`config.mk`:
```
export PLATFORM = sky130hd
export DESIGN_NAME = nvm_prog_ctrl
export DESIGN_NICKNAME = d
export VERILOG_FILES = /design/src/rtl/nvm_prog_ctrl.sv
export SDC_FILE = /design/constraint.sdc
export NUM_CORES = 1
export LEC_CHECK = 0
export BUFFER_PORTS_ARGS = -buffer_cell sky130_fd_sc_hd__clkbuf_2
export CAP_MARGIN = 20
export CORE_MARGIN = 2
export CORE_UTILIZATION = 62
export CTS_CLUSTER_SIZE = 25
export DETAILED_ROUTE_END_ITERATION = 8
export GPL_TIMING_DRIVEN = 0
export PLACE_DENSITY_LB_ADDON = 0.1
export SYNTH_ARGS = -nofsm -noshare
export SYNTH_HDL_FRONTEND = slang
export SYNTH_SLANG_ARGS = --single-unit
```
`constraint.sdc`:
```
create_clock -name clk -period 2.66 [get_ports clk]
set_input_delay 0.399 -clock clk [delete_from_list [all_inputs] [get_ports clk]]
set_output_delay 0.399 -clock clk [all_outputs]
set_load 0.05 [all_outputs]
```
`src/rtl/nvm_prog_ctrl.sv`:
```
module nvm_prog_ctrl #(
  parameter int AW          = 4,
  parameter int DW          = 16,
  parameter int PROG_CYCLES = 20,
  parameter int TCS_CYCLES  = 3
) (
  input  logic          clk,
  input  logic          rst_n,
  input  logic          cmd_valid,
  input  logic [2:0]    cmd_op,
  input  logic [AW-1:0] cmd_addr,
  input  logic [DW-1:0] cmd_data,
  input  logic          cs,
  input  logic          sk_rise,
  input  logic          din,
  input  logic [AW-1:0] rd_addr,
  output logic [DW-1:0] rd_data,
  output logic          rdy,
  output logic          stat_vld
);
  localparam int WORDS = 1 << AW;
  localparam int CW    = $clog2(PROG_CYCLES + 1);
  localparam int SW    = $clog2(TCS_CYCLES + 1);

  localparam logic [2:0] OP_EN    = 3'd1;
  localparam logic [2:0] OP_DIS   = 3'd2;
  localparam logic [2:0] OP_WORD  = 3'd3;
  localparam logic [2:0] OP_CLR   = 3'd4;
  localparam logic [2:0] OP_FILL  = 3'd5;
  localparam logic [2:0] OP_CLRALL = 3'd6;

  logic [DW-1:0] mem [WORDS];
  logic          wen, pend, busy, armed, show, cs_q;
  logic [2:0]    pend_op;
  logic [AW-1:0] pend_addr;
  logic [DW-1:0] pend_data;
  logic [CW-1:0] cnt;
  logic [SW-1:0] since;

  wire cs_fall  = cs_q & ~cs;
  wire cs_rise  = cs & ~cs_q;
  wire start    = cs_fall & pend & wen & ~busy;
  wire finish   = busy & (cnt == '0);
  wire is_prog  = (cmd_op >= OP_WORD) && (cmd_op <= OP_CLRALL);
  wire take_cmd = cmd_valid & ~busy;
  wire clr_stat = sk_rise & cs & din;

  always_ff @(posedge clk or negedge rst_n) begin
    if (!rst_n) begin
      wen       <= 1'b0;
      pend      <= 1'b0;
      pend_op   <= '0;
      pend_addr <= '0;
      pend_data <= '0;
      busy      <= 1'b0;
      cnt       <= '0;
      armed     <= 1'b0;
      show      <= 1'b0;
      since     <= '0;
      cs_q      <= 1'b0;
    end else begin
      cs_q <= cs;
      if (take_cmd) begin
        if (cmd_op == OP_EN) wen <= 1'b1;
        if (cmd_op == OP_DIS) begin
          wen  <= 1'b0;
          pend <= 1'b0;
        end
        if (is_prog && wen) begin
          pend      <= 1'b1;
          pend_op   <= cmd_op;
          pend_addr <= cmd_addr;
          pend_data <= cmd_data;
        end
      end
      if (start) begin
        pend  <= 1'b0;
        busy  <= 1'b1;
        cnt   <= CW'(PROG_CYCLES - 1);
        armed <= 1'b1;
        since <= '0;
      end else if (since < SW'(TCS_CYCLES)) begin
        since <= since + SW'(1);
      end
      if (cs_fall) show <= 1'b0;
      if (cs_rise && armed) begin
        armed <= 1'b0;
        show  <= busy;
      end
      if (clr_stat) show <= 1'b0;
      if (busy) begin
        if (finish) busy <= 1'b0;
        else        cnt  <= cnt - CW'(1);
      end
    end
  end

  for (genvar i = 0; i < WORDS; i++) begin : g_word
    wire hit = (pend_addr == AW'(i));
    always_ff @(posedge clk or negedge rst_n) begin
      if (!rst_n) mem[i] <= '1;
      else if (finish) begin
        case (pend_op)
          OP_WORD:   if (hit) mem[i] <= pend_data;
          OP_CLR:    if (hit) mem[i] <= '1;
          OP_FILL:   mem[i] <= pend_data;
          OP_CLRALL: mem[i] <= '1;
          default:   ;
        endcase
      end
    end
  end

  assign rd_data  = mem[rd_addr];
  assign stat_vld = show & cs & (since >= SW'(TCS_CYCLES));
  assign rdy      = stat_vld & ~busy;
endmodule

```
Word-level counts from Yosys, hierarchy flattened
Index checks and enable logic that the tools add are counted.
{"block": "totals", "register_bits": 292, "inputBits": 33, "out_inout_bits": 18, "wordCells": 204}
{"block": "classes", "addsub": 2, "magnitude_cmp": 5, "eq_ne": 53, "mux": 70, "bitwise_logic": 16, "n_reduce_logical": 31}
{"cell": "$pmux 16 s4", "n": 16}
{"cell": "$mux 16", "n": 34}
{"cell": "$bmux 16 s4", "n": 1}
{"cell": "$ne 2x2->1 const B", "n": 32}
{"cell": "$reduce_and 4->1", "n": 16}
{"cell": "$eq 4x4->1 const B", "n": 8}
{"cell": "$eq 4x3->1 const B", "n": 4}
{"cell": "$mux 5", "n": 3}
{"cell": "$mux 1", "n": 14}
{"cell": "$and 1x1->1", "n": 12}
{"cell": "$eq 3x3->1 const B", "n": 3}
{"cell": "$eq 4x2->1 const B", "n": 2}
{"cell": "$reduce_bool 2->1", "n": 4}
{"cell": "$eq 3x2->1 const B", "n": 2}
{"cell": "$reduce_and 2->1", "n": 3}
{"cell": "$reduce_bool 3->1", "n": 2}
{"cell": "$ge 5x5->1 const B", "n": 1}
{"cell": "$logic_not 5->1", "n": 1}
{"cell": "$not 4->5", "n": 1}
{"cell": "$sub 5x1->5 const B", "n": 1}
{"cell": "$eq 4x1->1 const B", "n": 1}
{"cell": "$logic_not 4->1", "n": 1}
{"cell": "$mux 2", "n": 2}
{"cell": "$reduce_bool 4->1", "n": 1}
{"cell": "other kinds (8)", "n": 12}

Longest topological paths before layout
Gate-level depths: netlist (run 1).
{"block": "logic_depth", "word_depth": 8, "mapped_depth": 9, "mapped_depth_nobuf": 6}

Worst setup path after synthesis (run 1)
OpenSTA, ideal clock, no wires.
{"block": "synth_path", "path_kind": "in2out", "from": "input port rd_addr[0]", "to": "output port rd_data[10]", "arrival_ns": 2.105, "required_ns": 2.261, "slack_ns": 0.156, "path_stages": 5, "path_buffers": 2, "cell_sequence": "clkbuf_1 buf_2 mux4_2 a22oi_1 nand2_1"}
{"block": "synth_between", "elab_chain_cells": 4}
{"element": "start, declared", "line_no": "16", "rtl": "input logic [AW-1:0] rd_addr,"}
{"element": "$not 4->5 (not written as such)", "line_no": "114", "rtl": "assign rd_data = mem[rd_addr];"}
{"element": "$bmux 16 s4", "line_no": "114"}
{"element": "$mux 16 (not written as such) (2 in a row)", "line_no": "114"}
{"element": "end, declared", "line_no": "17", "rtl": "output logic [DW-1:0] rd_data,"}
Every way passes these cells. The select of a mux whose other input is x is not followed.

Final worst setup path (run 1)
{"block": "layout_path", "from": "register pend_op[2]", "to": "register mem[88] (netlist name)"}
{"block": "layout_between", "elab_chain_cells": 3}
{"element": "start, declared", "line_no": "34", "rtl": "logic [2:0] pend_op;"}
{"element": "start signal, assigned", "line_no": "71", "rtl": "pend_op <= cmd_op;"}
{"element": "$eq 3x2->1 or $eq 3x3->1 (tied branches)", "line_no": "103", "rtl": "case (pend_op)"}
{"element": "$ne 2x2->1 (no source line) or $reduce_bool 4->1 (tied branches)"}
{"element": "$reduce_and 4->1 (no source line)"}
{"element": "end signal, assigned by index", "line_no": "104", "rtl": "OP_WORD: if (hit) mem[i] <= pend_data;"}
{"element": "end signal, assigned by index", "line_no": "106", "rtl": "OP_FILL: mem[i] <= pend_data;"}
{"element": "end, declared", "line_no": "32", "rtl": "logic [DW-1:0] mem [WORDS];"}
Several ways; a longest one is shown, not always the timed one.
A chain may end at the register's enable or synchronous reset.

==> qor.yml, run 1 <==
floorplanning:
  die_area_um2: 23300
  chipWidth_um: 153
  rows: 54
  initial_core_util_pct: 63.1
  coreArea_um2: 21800
  fp.dieH_um: 153
  io-pin-count: 51
setup_path:
  worstSetupPathType: "reg -> reg"
  worstPathCellList: "nand3b_1, a2111o_1, buf_6, a211oi_2, buf_4, mux2_2"
  worstPathMaxFanout: 10
  crit_slowest_cell: "a211oi_2"
  slowest_delay_ns: 0.56
  endpoint_kind: "flip-flop"
  cp_data_required_time_ns: 3.09
  worstSetupStartpointType: "flip-flop"
  cp.arrival_ns: 3.02
drt:
  drt_iter0_markers: 369
  met2_length_mm: 16.4
  drt-total-wl_mm: 30.1
  via_per_inst: 6.07
  wl_per_cell_um: 23.4
  drtAntennaViolNets: 0
  vias: 7785
  dr.pass1.iters: 4
  wl_met1_mm: 11.8
  wl_met3_um: 966
  top_layer_used: "met4"
  drc_errors: 0
yosys:
  synthFlopType: "dfstp_2"
  synth-seq-cells: 292
  synth_adder_area_share_pct: 0.182
  ys_warn_count: 0
  ys_types: 43
  synthMuxAreaShare_pct: 33.7
  syn_area_um2: 13700
  syn_nets: 894
  synth_top_family_by_area: "multiplexers"
  synth_xor_area_share_pct: 0.128
  synth_simple_gate_area_share_pct: 3.09
  ys_seq_area_share_pct: 55.6
  async_flop_share_pct: 100
  synth_edf_count: 0
  synth_compound_area_share_pct: 4.53
  syn_area_per_cell_um2: 16.0
  synthCells: 859
cts:
  cts_tree: "built"
  cts_num_sinks: 292
  path_clk_slew_ns: 0.06
  cts_buffers: 34
  clock_latency_ns: 0.51
  clockBufferDepth: 3
  cts_root_buf: "clkbuf_16"
  cts_hold_buf: 0
  htreeDepth: 2
grt:
  antenna_found_initial: 0
  grt_use_total_pct: 26.6
  gr-total-overflow: 0
  grt_pass1_wl_mm: 48.2
  grt_max_degree: 126
  grt_pass1_vias: 8700
final_layout:
  final_cell_mix: "278 x mux2_2, 256 x dfstp_2, 64 x mux4_2, 55 x clkbuf_2, 43 x buf_4"
  final_common_cell: "mux2_2"
  finalNetCount: 1013
  n_antenna_cell: 0
  area_growth_pct: 15.7
  drive_gt1_share_pct: 78.7
  fill_cells: 1312
timing:
  clock-skew-final_ns: 0.0156
  rsz0062_at_grt: "true"
  finalCritPeriodShare_pct: 97.1
  hold_viol: 0
  slew_headroom_pct: 39.5
  report.final.slew_viol_count: 0
  fin_crit_ns: 2.58
  worstMarginPinSlew_ns: 0.895
  setup_viol: 0
  max_freq_mhz: 387
  timing.hold.ws_ns: 0.0862
flow_run:
  drv_cap: 0
power:
  finalPower_mw: 11.7
  static-leakage-power_nw: 6.62
  peakVddDrop_mv: 0.706
  power_density_nw_per_um2: 736
placement:
  io_buffers: 48
  dpl.hpwl_mm: 21.3
  gp_congestion: 0.802
run_status:
  outcome: "finished clean"
min_path:
  min_path_type: "in -> reg"
[registers in the layout, summed over array words and instances (netlist names)]
| name | count |
|---|---|
| pend_data | 16 |
| armed | 1 |
| cs_q | 1 |
| show | 1 |
| pend_op | 3 |
| busy | 1 |
| since | 2 |
| mem | 256 |
| pend_addr | 4 |
| cnt | 5 |
| pend | 1 |
| wen | 1 |
[cells by family after synthesis]
logic type / Yosys count
multiplexers: 347
flip-flops: 292
AND/OR/NAND/NOR: 86
buffers and inverters: 68
AO/OA/AOI/OAI: 62
XOR/XNOR: 2
adder cells (fa/ha/maj): 2
[final timing paths]
kind / startpoint / endpoint / slack [ns] / cells past startpoint
worst max-delay path: pend_op[2] / mem[88] / 0.08 / 6
worst min-delay path: cs / cs_q / 0.09 / 1
worst max register to register: pend_op[2] / mem[88] / 0.08 / 6
worst min register to register: pend_data[1] / pend_data[1] / 0.50 / 1
max in group asynchronous: rst_n / mem[177] / 1.76 / 2
min in group asynchronous: rst_n / mem[120] / 0.26 / 1
[repair_timing]
action | 4_1_cts | 5_1_grt
endpoints found under the hold margin | 0 | 0
buffers inserted | 1 | 32
gates resized for setup | 17 | 7
endpoints found under the setup margin | 28 | 132
pin swaps | 1 | 9
[Yosys cell counts, types with 2 or more instances]
library cell	instances	area (µm²)
mux2_2	278	3130
dfstp_2	256	6730
mux4_2	64	1440
nand2_1	42	158
clkbuf_1	36	135
dfrtp_1	36	901
a22oi_1	32	240
nand2b_1	18	113
buf_6	11	124
a211oi_4	10	200
nor2b_1	8	50.1
buf_2	7	35.0
buf_4	7	52.6
a211oi_2	6	75.1
nor2_1	6	22.5
inv_1	5	18.8
a21oi_1	3	15.0
and2_1	3	18.8
mux2i_1	3	30.0
ha_1	2	25.0
mux2_1	2	22.5
nor3b_1	2	15.0
o21a_1	2	15.0
[worst max-delay path, delay by kind of cell (launching register included)]
kind | cells | cell delay [ns]
and+or+nand+nor | 1 | 0.21
muxes | 1 | 0.36
AOI/OAI and AO/OA | 2 | 1.02
buffers and inverters | 2 | 0.51
DFF | 1 | 0.40
[per-stage QoR]
step           utilization, %  instance area, µm²  setup slack, ns  TNS (ns)  std cells
5_1_grt                  73.0               15900          -0.0902     -4.06       1283
6_report                 73.0               15900           0.0764         0       1283
4_1_cts                  71.8               15600           0.0126         0       1251
3_5_place_dp             66.1               14400           -0.447     -6.16       1189
3_3_place_gp             65.8               14300            -3.99   -716.32       1187
2_1_floorplan               -               13700            0.156         0        859
[cell type report]
cell class,instances,area (µm²),area share (%)
sequential,292,7630,48.0
multi-input combinational,499,5740,36.1
clock buffer,50,1040,6.58
timing repair buffer,83,564,3.55
buffer,63,402,2.53
tap,280,350,2.21
clock inverter,11,138,0.867
inverter,5,18.8,0.118
[layer usage]
metal	GRT usage, %	vias up
li1	-	3415
met1	32.9	4152
met2	48.2	161
met3	3.41	57
met4	9.48	0
met5	0	-
[report_power, final]
group / internal [mW] / switching [mW] / total [mW] / leakage [nW]
clock network: 3.02 / 1.77 / 4.78 / 0.584
logic: 0.625 / 1.18 / 1.80 / 2.93
registers: 4.91 / 0.187 / 5.10 / 3.10
total: 8.56 / 3.13 / 11.7 / 6.62
Note: power is estimated with default switching activity, not from simulation.
==> run 2, diff against run 1 <==
--- a/config.mk
+++ b/config.mk
@@ -5,10 +5,12 @@
 export SDC_FILE = /design/constraint.sdc
 export NUM_CORES = 1
 export LEC_CHECK = 0
+export ABC_AREA = 1
 export BUFFER_PORTS_ARGS = -buffer_cell sky130_fd_sc_hd__clkbuf_2
 export CAP_MARGIN = 20
 export CORE_MARGIN = 2
-export CORE_UTILIZATION = 62
+export CORE_UTILIZATION = 63
+export CTS_CLUSTER_DIAMETER = 60
 export CTS_CLUSTER_SIZE = 25
 export DETAILED_ROUTE_END_ITERATION = 8
 export GPL_TIMING_DRIVEN = 0
==> run 2 against run 1 <==
Net effect:
- the flow now finishes with violations (negative setup slack)
- hold slack lost 0.028 ns
- combinational power grew to 3.3 times the previous value
- synthesized area grew 16%
- non-clock buffer count grew 42
- clock skew grew 0.021 ns
- count of clock-buffer cells in the layout shrank 20
- sequential power grew 21%
- power grew 39%
- utilization shrank 2.6 points
- flip-flop and latch count is the same
- largest cell class unchanged
==> qor.yml, run 2 <==
final_layout:
  finalInstanceArea_um2: 17600  # was 15,900 µm²
  n_antenna_cell: 0  # unchanged
  top_regs: "mem (256), pend_data (16), cnt (5)"  # unchanged
  multi_input_area_um2: 6420  # was 5740 µm²
  final_cell_mix: "917 x nand2_1, 457 x nand3_1, 256 x dfstp_2, 255 x inv_1, 75 x clkbuf_2"  # was 278 x mux2_2, 256 x dfstp_2, 64 x mux4_2, 55 x clkbuf_2, 43 x buf_4
  finalNetCount: 2272  # was 1,013
  regMostFlops: "mem"  # unchanged
  area_growth_pct: 10.7  # was 15.7%
  final_cells: 2587  # was 1,283
  drive_gt1_share_pct: 22.1  # was 78.7%
  largest_reg_flops: 256  # unchanged
  final_common_cell: "nand2_1"  # was mux2_2
  seq_area_um2: 7630  # unchanged
  fill_cells: 2131  # was 1,312
yosys:
  syn_nets: 2193  # was 894
  ys_types: 31  # was 43
  syn_area_per_cell_um2: 7.36  # was 16.0 µm²
  yosys.area.top_type: "dfstp_2"  # unchanged
  synth-seq-cells: 292  # unchanged
  async_flop_share_pct: 100  # unchanged
  synthTopCellsByArea: "dfstp_2 42%, nand2_1 22%, nand3_1 14%"  # was dfstp_2 49%, mux2_2 23%, mux4_2 11%
  netlist.area_leader.share_pct: 42.4  # was 49.0%
  ys_seq_area_share_pct: 48.0  # was 55.6%
  ys_warn_count: 0  # unchanged
  syn_area_um2: 15900  # was 13,700 µm²
  synthCells: 2158  # was 859
  yosysMostFrequentCell: "nand2_1"  # was mux2_2
  synthFlopType: "dfstp_2"  # unchanged
  synth_edf_count: 0  # unchanged
  yosys-top-cells-count: "917 x nand2_1, 457 x nand3_1, 256 x dfstp_2"  # was 278 x mux2_2, 256 x dfstp_2, 64 x mux4_2
drt:
  drt-total-wl_mm: 51.0  # was 30.1 mm
  drt_iter0_markers: 2015  # was 369
  wl_met3_mm: 5.63  # was 966 µm
  vias: 15000  # was 7,785
  drtAntennaViolNets: 0  # unchanged
  wl_met1_mm: 19.6  # was 11.8 mm
  met2_length_mm: 22.6  # was 16.4 mm
  dr.pass1.iters: 6  # was 4
  top_layer_used: "met4"  # unchanged
  drc_errors: 0  # unchanged
  wl_per_cell_um: 19.7  # was 23.4 µm
  via_per_inst: 5.79  # was 6.07
grt:
  grt_pass1_wl_mm: 78.7  # was 48.2 mm
  grt_max_degree: 118  # was 126
  grt_use_total_pct: 39.2  # was 26.6%
  antenna_found_initial: 0  # unchanged
  grt_pass1_vias: 14100  # was 8,700
  gr-total-overflow: 0  # unchanged
placement:
  placed_cell_area_um2: 16600  # was 14,400 µm²
  gp_congestion: 0.996  # was 0.802
  dpl.hpwl_mm: 35.5  # was 21.3 mm
  io_buffers: 48  # unchanged
  placedCellCount: 2538  # was 1,189
cts:
  htreeDepth: 1  # was 2
  cts_buffers: 26  # was 34
  cts_tree: "built"  # unchanged
  cts_num_sinks: 292  # unchanged
  cts_root_buf: "clkbuf_16"  # unchanged
  clock_latency_ns: 0.57  # was 0.51 ns
  postCtsSetupRepairBufs: 0  # was 1
  path_clk_slew_ns: 0.08  # was 0.06 ns
  clockBufferDepth: 3  # unchanged
run_status:
  violations: "negative setup slack"
  outcome: "finished, violations left"  # was finished clean
setup_path:
  reg2reg_from: "pend_op[0]"  # was pend_op[2]
  cp_data_required_time_ns: 2.26  # was 3.09 ns
  worstSetupPathType: "in -> out"  # was reg -> reg
  endpoint_kind: "primary output"  # was flip-flop
  r2r_slack_ns: 0.16  # was 0.08 ns
  worstPathMaxFanout: 10  # unchanged
  cp.arrival_ns: 2.27  # was 3.02 ns
  cp-startpoint: "rd_addr[2]"  # was pend_op[2]
  worstSetupStartpointType: "input pin"  # was flip-flop
timing:
  hold_viol: 0  # unchanged
  fin_ws_ns: -0.00688  # was 0.0764 ns
  slew_headroom_pct: 35.5  # was 39.5%
  max_freq_mhz: 375  # was 387 MHz
  finalCritPeriodShare_pct: 100  # was 97.1%
  fin_crit_ns: 2.67  # was 2.58 ns
  setup_viol: 1  # was 0
  report.final.slew_viol_count: 0  # unchanged
  clock-skew-final_ns: 0.0364  # was 0.0156 ns
  worstMarginPinSlew_ns: 0.968  # was 0.895 ns
floorplanning:
  chipWidth_um: 163  # was 153 µm
  io-pin-count: 51  # unchanged
  initial_core_util_pct: 63.6  # was 63.1%
  rows: 58  # was 54
  die_area_um2: 26500  # was 23,300 µm²
  fp.dieH_um: 163  # was 153 µm
  coreArea_um2: 25000  # was 21,800 µm²
power:
  finalPower_mw: 16.2  # was 11.7 mW
  static-leakage-power_nw: 8.80  # was 6.62 nW
  power_density_nw_per_um2: 922  # was 736 nW/µm²
  peakVddDrop_mv: 0.777  # was 0.706 mV
min_path:
  worstHoldStart: "cmd_data[2]"  # was cs
  min_path_type: "in -> reg"  # unchanged
flow_run:
  drv_cap: 0  # unchanged
-- run 2: cell types whose count changed after synthesis, moves of 26 or more --
| cell | before | now |
|---|---|---|
| a22oi_1 | 32 | 0 |
| inv_1 | 5 | 255 |
| mux2_2 | 278 | 0 |
| mux4_2 | 64 | 0 |
| nand2_1 | 42 | 917 |
| nand3_1 | 0 | 457 |
| o21ai_0 | 1 | 27 |
-- run 2: metal layers --
layer	vias up	GRT usage, %
met5	-	0
met4	0	22.1
met3	220	7.74
met2	913	60.7
met1	7028	51.8
li1	6827	-
-- run 2: path summary, 6_finish.rpt --
path / end / cells past startpoint
max: rd_data[15] / 6
min: pend_data[2] / 3
max reg2reg: mem[135] / 7
min reg2reg: mem[234] / 2
max in group asynchronous: mem[119] / 3
min in group asynchronous: mem[7] / 1
-- run 2: cell families after synthesis --
group	count (synthesis)	share of synthesized area (%)
buf+inv	394	11.6
flops	292	48.0
simple gates	1434	39.0
compound gates	34	1.16
xor+xnor	2	0.110
fa+ha+maj	2	0.158
-- run 2: through the flow --
| step | setup slack, ns | util [%] | hold WS [ns] | setup TNS (ns) |
|---|---|---|---|---|
| final | -0.00688 | 70.4 | 0.0584 | -0.00688 |
| after global routing | -0.00141 | 70.4 | 0.0748 | -0.00141 |
| after CTS | 0.00603 | 70.3 | 0.0529 | 0 |
| after detailed placement | -0.339 | 66.5 | 0.451 | -4.33 |
| after global placement | -4.81 | 66.2 | 0.448 | -880.41 |
| after floorplan | 0.122 | - | 0.103 | 0 |
-- run 2: timing repair --
| action | in CTS | in global routing |
|---|---|---|
| resized for setup | 19 | 34 |
| hold buffers | 1 | 0 |
| endpoints found under the hold margin | 1 | 0 |
| setup endpoints to repair | 16 | 16 |
-- run 2: critical path, stage by stage --
cell	delay (ns)
clkbuf_1	0.37
clkbuf_1	0.64
nand3_1	0.31
nand3_1	0.19
nand2_1	0.10
clkbuf_2	0.25
-- run 2: cell type report --
type,instances,share of cell area [%]
Timing Repair Buffer,51,1.79
Clock inverter,18,1.30
Sequential cell,292,43.4
Multi-Input combinational cell,1472,36.5
Buffer,137,5.24
Inverter,257,5.49
Clock buffer,30,3.96
Tap cell,330,2.35
-- run 2: report_power, final --
group | leakage, nW | switching [mW] | internal, mW
registers | 3.09 | 0.489 | 5.67
clock network | 0.447 | 1.94 | 2.18
logic | 5.26 | 4.58 | 1.35
